File: src/rtl/fpx_pkg.sv
package fpx_pkg;
    localparam int FLAG_W  = 5;
    localparam int CAUSE_W = FLAG_W + 1;
    localparam int POS_I = 0;
    localparam int POS_U = 1;
    localparam int POS_O = 2;
    localparam int POS_Z = 3;
    localparam int POS_V = 4;
    localparam int POS_E = 5;
endpackage

File: src/rtl/fpx_cause_gen.sv
module fpx_cause_gen
    import fpx_pkg::*;
(
    input  logic               denorm_mode,
    input  logic               in_denorm,
    input  logic               in_invalid,
    input  logic               in_divzero,
    input  logic               in_ovf,
    input  logic               in_unf,
    input  logic               in_rounded,
    output logic [CAUSE_W-1:0] cause_now
);
    always_comb begin
        cause_now        = '0;
        cause_now[POS_E] = in_denorm & ~denorm_mode;
        cause_now[POS_V] = in_invalid;
        cause_now[POS_Z] = in_divzero;
        cause_now[POS_O] = in_ovf;
        cause_now[POS_U] = in_unf;
        cause_now[POS_I] = in_rounded | in_ovf | in_unf;
    end
endmodule

File: src/rtl/fpx_trap_gen.sv
module fpx_trap_gen
    import fpx_pkg::*;
(
    input  logic               op_done,
    input  logic [CAUSE_W-1:0] cause_now,
    input  logic [FLAG_W-1:0]  enable,
    input  logic               may_ovf,
    input  logic               may_unf,
    input  logic               may_inx,
    output logic [CAUSE_W-1:0] trap_src
);
    logic [CAUSE_W-1:0] want;
    always_comb begin
        want        = '0;
        want[POS_E] = cause_now[POS_E];
        want[POS_V] = enable[POS_V] & cause_now[POS_V];
        want[POS_Z] = enable[POS_Z] & cause_now[POS_Z];
        want[POS_O] = enable[POS_O] & may_ovf;
        want[POS_U] = enable[POS_U] & may_unf;
        want[POS_I] = enable[POS_I] & may_inx;
        trap_src    = op_done ? want : '0;
    end
endmodule

File: src/rtl/fpx_status_reg.sv
module fpx_status_reg
    import fpx_pkg::*;
(
    input  logic               clk,
    input  logic               rst,
    input  logic               op_done,
    input  logic [CAUSE_W-1:0] cause_now,
    input  logic               wr_en,
    input  logic [FLAG_W-1:0]  wr_enable,
    input  logic [FLAG_W-1:0]  wr_flag,
    input  logic               wr_dnm,
    output logic [CAUSE_W-1:0] cause,
    output logic [FLAG_W-1:0]  flag,
    output logic [FLAG_W-1:0]  enable,
    output logic               dnm
);
    always_ff @(posedge clk) begin
        if (rst) begin
            cause  <= '0;
            flag   <= '0;
            enable <= '0;
            dnm    <= 1'b0;
        end else if (wr_en) begin
            enable <= wr_enable;
            flag   <= wr_flag;
            dnm    <= wr_dnm;
        end else if (op_done) begin
            cause  <= cause_now;
            flag   <= flag | cause_now[FLAG_W-1:0];
        end
    end

    assert_reset_clear_R1: assert property (@(posedge clk)
        $past(rst) |-> (cause == '0 && flag == '0 && enable == '0 && !dnm));
    assert_cause_load_R2: assert property (@(posedge clk) disable iff (rst)
        !$past(rst) && !$past(wr_en) && $past(op_done) |-> cause == $past(cause_now));
    assert_flag_sticky_R3: assert property (@(posedge clk) disable iff (rst)
        !$past(rst) && !$past(wr_en) |-> (flag & $past(flag)) == $past(flag));
    assert_hold_idle_R9: assert property (@(posedge clk) disable iff (rst)
        !$past(rst) && !$past(wr_en) && !$past(op_done) |-> $stable(cause) && $stable(flag));
    assert_sw_load_R10: assert property (@(posedge clk) disable iff (rst)
        !$past(rst) && $past(wr_en) |-> enable == $past(wr_enable) && flag == $past(wr_flag)
                                       && $stable(cause));
endmodule

File: src/rtl/fpx_status_ctrl.sv
module fpx_status_ctrl
    import fpx_pkg::*;
(
    input  logic               clk,
    input  logic               rst,
    input  logic               op_done,
    input  logic               in_denorm,
    input  logic               in_invalid,
    input  logic               in_divzero,
    input  logic               in_ovf,
    input  logic               in_unf,
    input  logic               in_rounded,
    input  logic               may_ovf,
    input  logic               may_unf,
    input  logic               may_inx,
    input  logic               sw_wr,
    input  logic [FLAG_W-1:0]  sw_enable,
    input  logic [FLAG_W-1:0]  sw_flag,
    input  logic               sw_denorm_mode,
    output logic [CAUSE_W-1:0] cause,
    output logic [FLAG_W-1:0]  flag,
    output logic [FLAG_W-1:0]  enable,
    output logic               denorm_mode,
    output logic               trap,
    output logic [CAUSE_W-1:0] trap_src
);
    logic [CAUSE_W-1:0] cause_now;

    fpx_cause_gen u_cause (
        .denorm_mode(denorm_mode), .in_denorm(in_denorm), .in_invalid(in_invalid),
        .in_divzero(in_divzero), .in_ovf(in_ovf), .in_unf(in_unf),
        .in_rounded(in_rounded), .cause_now(cause_now)
    );

    fpx_trap_gen u_trap (
        .op_done(op_done), .cause_now(cause_now), .enable(enable),
        .may_ovf(may_ovf), .may_unf(may_unf), .may_inx(may_inx),
        .trap_src(trap_src)
    );

    fpx_status_reg u_reg (
        .clk(clk), .rst(rst), .op_done(op_done), .cause_now(cause_now),
        .wr_en(sw_wr), .wr_enable(sw_enable), .wr_flag(sw_flag), .wr_dnm(sw_denorm_mode),
        .cause(cause), .flag(flag), .enable(enable), .dnm(denorm_mode)
    );

    assign trap = |trap_src;

    assert_err_unmasked_R6: assert property (@(posedge clk) disable iff (rst)
        op_done && in_denorm && !denorm_mode |-> trap && trap_src[POS_E]);
    assert_no_idle_trap_R9: assert property (@(posedge clk) disable iff (rst)
        !op_done |-> !trap && trap_src == '0);
    assert_hint_trap_R8: assert property (@(posedge clk) disable iff (rst)
        op_done && enable[POS_O] && may_ovf |-> trap_src[POS_O]);
endmodule

File: config.mk
export PLATFORM = sky130hd
export DESIGN_NAME = fpx_status_ctrl
export DESIGN_NICKNAME = d
export VERILOG_FILES = /design/src/rtl/fpx_pkg.sv /design/src/rtl/fpx_cause_gen.sv /design/src/rtl/fpx_trap_gen.sv /design/src/rtl/fpx_status_reg.sv /design/src/rtl/fpx_status_ctrl.sv
export SDC_FILE = /design/constraint.sdc
export NUM_CORES = 1
export LEC_CHECK = 0
export BUFFER_PORTS_ARGS = -buffer_cell sky130_fd_sc_hd__buf_2
export CAP_MARGIN = 20
export CORE_MARGIN = 3
export CORE_UTILIZATION = 43
export DETAILED_ROUTE_END_ITERATION = 10
export GPL_ROUTABILITY_DRIVEN = 0
export GPL_TIMING_DRIVEN = 0
export PLACE_DENSITY = 0.87
export SYNTH_ARGS = -nofsm -noshare
export SYNTH_HDL_FRONTEND = slang
export SYNTH_HIERARCHICAL = 1
export SYNTH_SLANG_ARGS = --single-unit
File: constraint.sdc
create_clock -name clk -period 1.47 [get_ports clk]
set_input_delay 0.294 -clock clk [delete_from_list [all_inputs] [get_ports clk]]
set_output_delay 0.294 -clock clk [all_outputs]
set_load 0.005 [all_outputs]
==> metrics, run 1 <==
status=complete, but fails checks; failing checks=negative setup slack; syn_area_per_cell=10.4 µm²; most common cell in the netlist=dfxtp_1; DR vias/cell=4.91; final setup margin=-0.0804 ns; Worst R2R Setup Slack=0.73 ns; final-report hold violation count=0; DR top layer=met4; clock-pin slew on the worst setup and hold paths=0.10 ns; post-route ant nets=0; Synth top area share=0.395; P_sw=0.244 mW; TritonCTS Buffers=3; Worst setup EP type=primary output; pwr dens=816 mW/mm²; pin count of the biggest net entering global routing=11; Hold-fix buffers, CTS=0; Initial Utilization=0.478; vias in the first global route=754; Core Footprint=0.00180 mm²; # H-tree levels=1; port bufs=45; TritonCTS clock tree=built; clock sinks=17; combinational share of power=0.211; Total GRT Usage=0.168; Worst-Margin Slew=0.228 ns; register share of total power=0.533; synth cell count leaders=17 x dfxtp_1, 7 x nor2_1; FFs w/ async S/R, synth=0; Die H=50.8 µm; routed wl met2=909 µm; RSZ-0062 raised after global routing=yes; die area=0.00258 mm²; internal power=0.707 mW; Final Core Density=0.647; Residual DRC=0; Max Cap Violations=0; WL met3=164 µm; Crit Path Max Fanout=2; Layout Skew=0.0000779 ns; WL/cell=12.4 µm; share of layout cells above drive strength 1=0.579; antenna violations before repair=0; Nets=158; Setup violations, final=1; antenna fix cells=0; post-synthesis sequential area ratio=0.395; Final Max Slew Viols=0; Req. time, crit path=1.18 ns; power share of the clock group=0.256; Synth Flop Type=dfxtp_1; Ports=48; VDD IR max=450 µV; die width=50.8 µm; post-synthesis cell area=862 µm²; Slew Limit Headroom=0.848; kind of critical path=flip-flop to primary output; Netlist cell types=22; largest area contributor in the netlist=dfxtp_1; first-pass GRT wire length=3210 µm; Site Rows=15; Synth Register Bits=17; clk root buf=clkbuf_4; Hold WS=0.234 ns; DRT iter0 DRCs=10; Area Overhead vs Synth=35.3%; grt ovf=0; top post-synthesis cells by area=dfxtp_1 39%, nand4bb_1 7.8%, mux2i_1 7.0%; Clock Latency Late Sink=0.28 ns; Metal-1 WL=865 µm; worst min-delay path class=input port to flip-flop; total negative slack=-0.0804 ns; EDFF count, synth=0; total number of vias=776; Synth warnings=6; Post-Syn Nets=107; first drt pass iteration count=4; startpoint types=flip-flop; final period utilization=1.05; post-DP HPWL=1490 µm; minimum clock period=1.55 ns; Worst EP arrival=1.26 ns; Max Freq=645 MHz; CTS Buffer Depth=2; synthesized instance count=83; leakage=0.578 nW; Post-Route WL=1960 µm; sw frac=0.256
==> metal layers <==
metal | GRT usage | up-vias
li1 | - | 389
met2 | 0.270 | 36
met4 | 0.0942 | 0
met3 | 0.0356 | 2
met1 | 0.206 | 349
met5 | 0 | -
==> metrics by stage <==
step / cells / setup WS, ns / cell area [µm²] / total power [mW]
final: 158 / -0.0804 / 1170 / 0.951
after detailed placement: 153 / -0.0379 / 1120 / 0.713
after global routing: 158 / -0.123 / 1170 / 0.998
after CTS: 158 / -0.0924 / 1170 / 0.960
after global placement: 153 / -0.0186 / 1120 / 0.707
after floorplan: 83 / 0.227 / 862 / 0.628
==> repair_timing <==
action	in CTS	in global routing
pin swaps	3	0
buffers inserted	1	0
gates resized for setup	4	0
endpoints found under the setup margin	1	1
==> state kept, by name, summed over array words and instances (netlist names) <==
name	cells
u_reg/dnm	1
u_reg/cause	6
u_reg/enable	5
u_reg/flag	5
==> cell usage in the layout (no fill, tap or decap), drive strengths merged, types with 4 or more instances in the layout <==
cell type  netlist  final
buf              9     55
dfxtp           17     17
nor2             7      7
nor2b            7      7
mux2i            6      6
nand2b           6      6
nand4bb          6      6
o21ai            6      6
a211oi           5      5
nor3             5      5
and3             5      5
clkbuf           0      4
==> final timing paths <==
kind                   start         endpoint  depth (start not counted)
max          u_reg/enable[2]             trap                          4
min             sw_enable[1]  u_reg/enable[1]                          3
max reg2reg  u_reg/enable[2]  u_reg/enable[2]                          3
min reg2reg   u_reg/cause[0]   u_reg/cause[0]                          2
==> area by class of cell <==
| cell class | instances | area, µm² |
|---|---|---|
| clock buffers | 4 | 26.3 |
| flip-flops and latches | 17 | 343 |
| fillers | 153 | 636 |
| well taps | 25 | 31.3 |
| repair buffers | 46 | 233 |
| plain buffers | 9 | 78.8 |
| multi-input cells | 57 | 454 |
==> critical path, stage by stage (launching register included) <==
cell and delay (ns):
dfxtp_2 0.34, and3_4 0.16, nor4_2 0.27, nand2_1 0.07
buf_2 0.13
==> power groups by stage <==
stage | Sequential [mW] | Clock, mW | Combinational, mW
final | 0.507 | 0.244 | 0.201
after global routing | 0.511 | 0.267 | 0.220
after CTS | 0.507 | 0.251 | 0.202
after detailed placement | 0.517 | 0 | 0.196
after global placement | 0.516 | 0 | 0.191
after floorplan | 0.519 | 0 | 0.109
==> logic make-up (layout without fill, tap and decap cells) <==
| family | Yosys count | in the layout | share of synthesized area |
|---|---|---|---|
| buffers and inverters | 9 | 59 | 0.0914 |
| muxes | 6 | 6 | 0.0697 |
| AOI/OAI and AO/OA | 11 | 11 | 0.102 |
| DFF | 17 | 17 | 0.395 |
| and+or+nand+nor | 40 | 40 | 0.343 |
Power figures use the tool's default switching activity.
==> run 2: changes to the inputs <==
--- a/config.mk
+++ b/config.mk
@@ -13,6 +13,7 @@
 export GPL_ROUTABILITY_DRIVEN = 0
 export GPL_TIMING_DRIVEN = 0
 export PLACE_DENSITY = 0.87
+export REMOVE_ABC_BUFFERS = 1
 export SYNTH_ARGS = -nofsm -noshare
 export SYNTH_HDL_FRONTEND = slang
 export SYNTH_HIERARCHICAL = 1
==> run 2 against run 1 <==
  * The flow still finishes with violations (negative setup slack)
  * Sequential share of layout area rose by 1.1 points
  * Count of clock-buffer cells in the layout unchanged
  * Combinational power shrank 4%
  * Maximum frequency shrank 2.1%
  * Worst setup slack worse by 0.033 ns
  * First-iteration DRC count rose to 2.7 times the previous value
  * Core utilization decreased by 2.3 points
  * Register-to-register slack lost 0.07 ns
  * Non-clock buffer count fell by 5
  * Via count decreased by 2.3%
  * Clock skew rose by 0.0010 ns
==> metrics, run 2 (synthesis gave the netlist of run 1 again) <==
antenna fix cells=0 (unchanged); post-route ant nets=0 (unchanged); Max Freq=632 MHz (-2.1%); total negative slack=-0.113 ns (-0.0330 ns); Initial Utilization=0.478 (unchanged); startpoint types=flip-flop; die area=0.00258 mm² (unchanged); Core Footprint=0.00180 mm² (unchanged); Hold-fix buffers, CTS=0 (unchanged); Largest register FFs=6 (unchanged); Worst EP arrival=1.29 ns (+0.03 ns); status=complete, but fails checks; share of layout cells above drive strength 1=0.570 (-0.00863); post-DP HPWL=1480 µm (-0.77%); final-report hold violation count=0 (unchanged); vias in the first global route=768 (+1.9%); Worst setup EP type=primary output; worst min-delay path class=input port to flip-flop; clock sinks=17 (unchanged); Req. time, crit path=1.18 ns (about the same); Placed Area=0.00105 mm² (-6.2%); clock-pin slew on the worst setup and hold paths=0.10 ns (about the same); Clock Latency Late Sink=0.28 ns (about the same); Biggest register=u_reg/cause; Final Non-Filler Cells=153 (-3.2%); Ports=48 (unchanged); leading cell type in the layout, fill and taps excluded=buf_2; Setup violations, final=1 (unchanged); die width=50.8 µm (unchanged); antenna violations before repair=0 (unchanged); DR vias/cell=4.95 (+0.87%); Max Cap Violations=0 (unchanged); Worst-Margin Slew=0.486 ns (+0.259 ns); pwr dens=844 mW/mm² (+3.5%); total number of vias=758 (-2.3%); Area Overhead vs Synth=30.5%; Slew Limit Headroom=0.676 (-0.172); Die H=50.8 µm (unchanged); # H-tree levels=1 (unchanged); first drt pass iteration count=4 (unchanged); Layout Skew=0.00108 ns (+0.00100 ns); VDD IR max=445 µV (-1.3%); filler instances=162 (+5.9%); TritonCTS clock tree=built; port bufs=47 (+4.4%); Site Rows=15 (unchanged); final period utilization=1.08 (+0.0224); grt ovf=0 (unchanged); Crit Path Max Fanout=2 (unchanged); pin count of the biggest net entering global routing=24 (+13); WL/cell=13.6 µm (+9.6%); Final Cell Area=0.00112 mm² (-3.5%); Residual DRC=0 (unchanged); Post-Route WL=2080 µm (+6.2%); failing checks=negative setup slack; most frequent cells in the layout=47 x buf_2, 15 x dfxtp_1, 7 x nor2_1; Placed Cells=146 (-4.6%); Worst R2R Setup Slack=0.66 ns (-0.07 ns); minimum clock period=1.58 ns (+0.0330 ns); clk root buf=clkbuf_4; Final Max Slew Viols=0 (unchanged); kind of critical path=flip-flop to primary output; Nets=153 (-3.2%); first-pass GRT wire length=3240 µm (+1.1%); Top Registers=u_reg/cause: 6 flops, u_reg/enable: 5 flops, u_reg/flag: 5 flops; leakage=0.555 nW (-4.0%); Total GRT Usage=0.162 (-0.00557); CTS Buffer Depth=2 (unchanged); DRT iter0 DRCs=27 (+17); TritonCTS Buffers=3 (unchanged); RSZ-0062 raised after global routing=yes; final setup margin=-0.113 ns (-0.0330 ns)
## run 2: through the flow
stage | util | power [mW] | hold slack, ns | setup WS, ns
6_report | 0.624 | 0.949 | 0.239 | -0.113
5_1_grt | 0.624 | 0.994 | 0.242 | -0.208
4_1_cts | 0.613 | 0.949 | 0.239 | -0.0879
3_5_place_dp | 0.583 | 0.695 | 0.459 | -0.0568
3_3_place_gp | 0.583 | 0.687 | 0.449 | -0.0215
2_1_floorplan | - | 0.590 | 0.364 | 0.227
## run 2: layout make-up
cell class	instances	area (µm²)	share of cell area
multi-input cells	57	467	0.415
flip-flops and latches	17	343	0.305
repair buffers	50	258	0.229
well taps	25	31.3	0.0278
clock buffers	4	26.3	0.0234
## run 2: layer usage
metal  vias to the layer above  track usage  part of all wire
met4                         0       0.0762             0.013
met1                       350        0.159              0.38
met3                         4       0.0267             0.044
met5                         -            0                 0
met2                        21        0.322              0.56
li1                        383            -                 -
## run 2: path summary, 6_finish.rpt
path	startpoint	end	cells after the start
worst max register to register	u_reg/dnm	u_reg/cause[5]	4
worst max-delay path	u_reg/dnm	trap	5
worst min register to register	u_reg/cause[5]	u_reg/cause[5]	2
worst min-delay path	sw_enable[2]	u_reg/enable[2]	3
## run 2: power breakdown
group	switching (mW)	total (mW)	internal [mW]
Combinational	0.0898	0.193	0.103
Sequential	0.0165	0.507	0.490
Clock	0.144	0.250	0.105
## run 2: repair_timing
item,in CTS,in global routing
gates resized for setup,4,3
pin swaps,3,2
buffers inserted,2,1
endpoints found under the setup margin,1,1
## run 2: worst max-delay path: stages, from the launching register on
cell and delay, ns:
dfxtp_2 0.35, nor2b_2 0.04, and2_4 0.17, nor4_4 0.23, nand2_1 0.08, buf_2 0.13
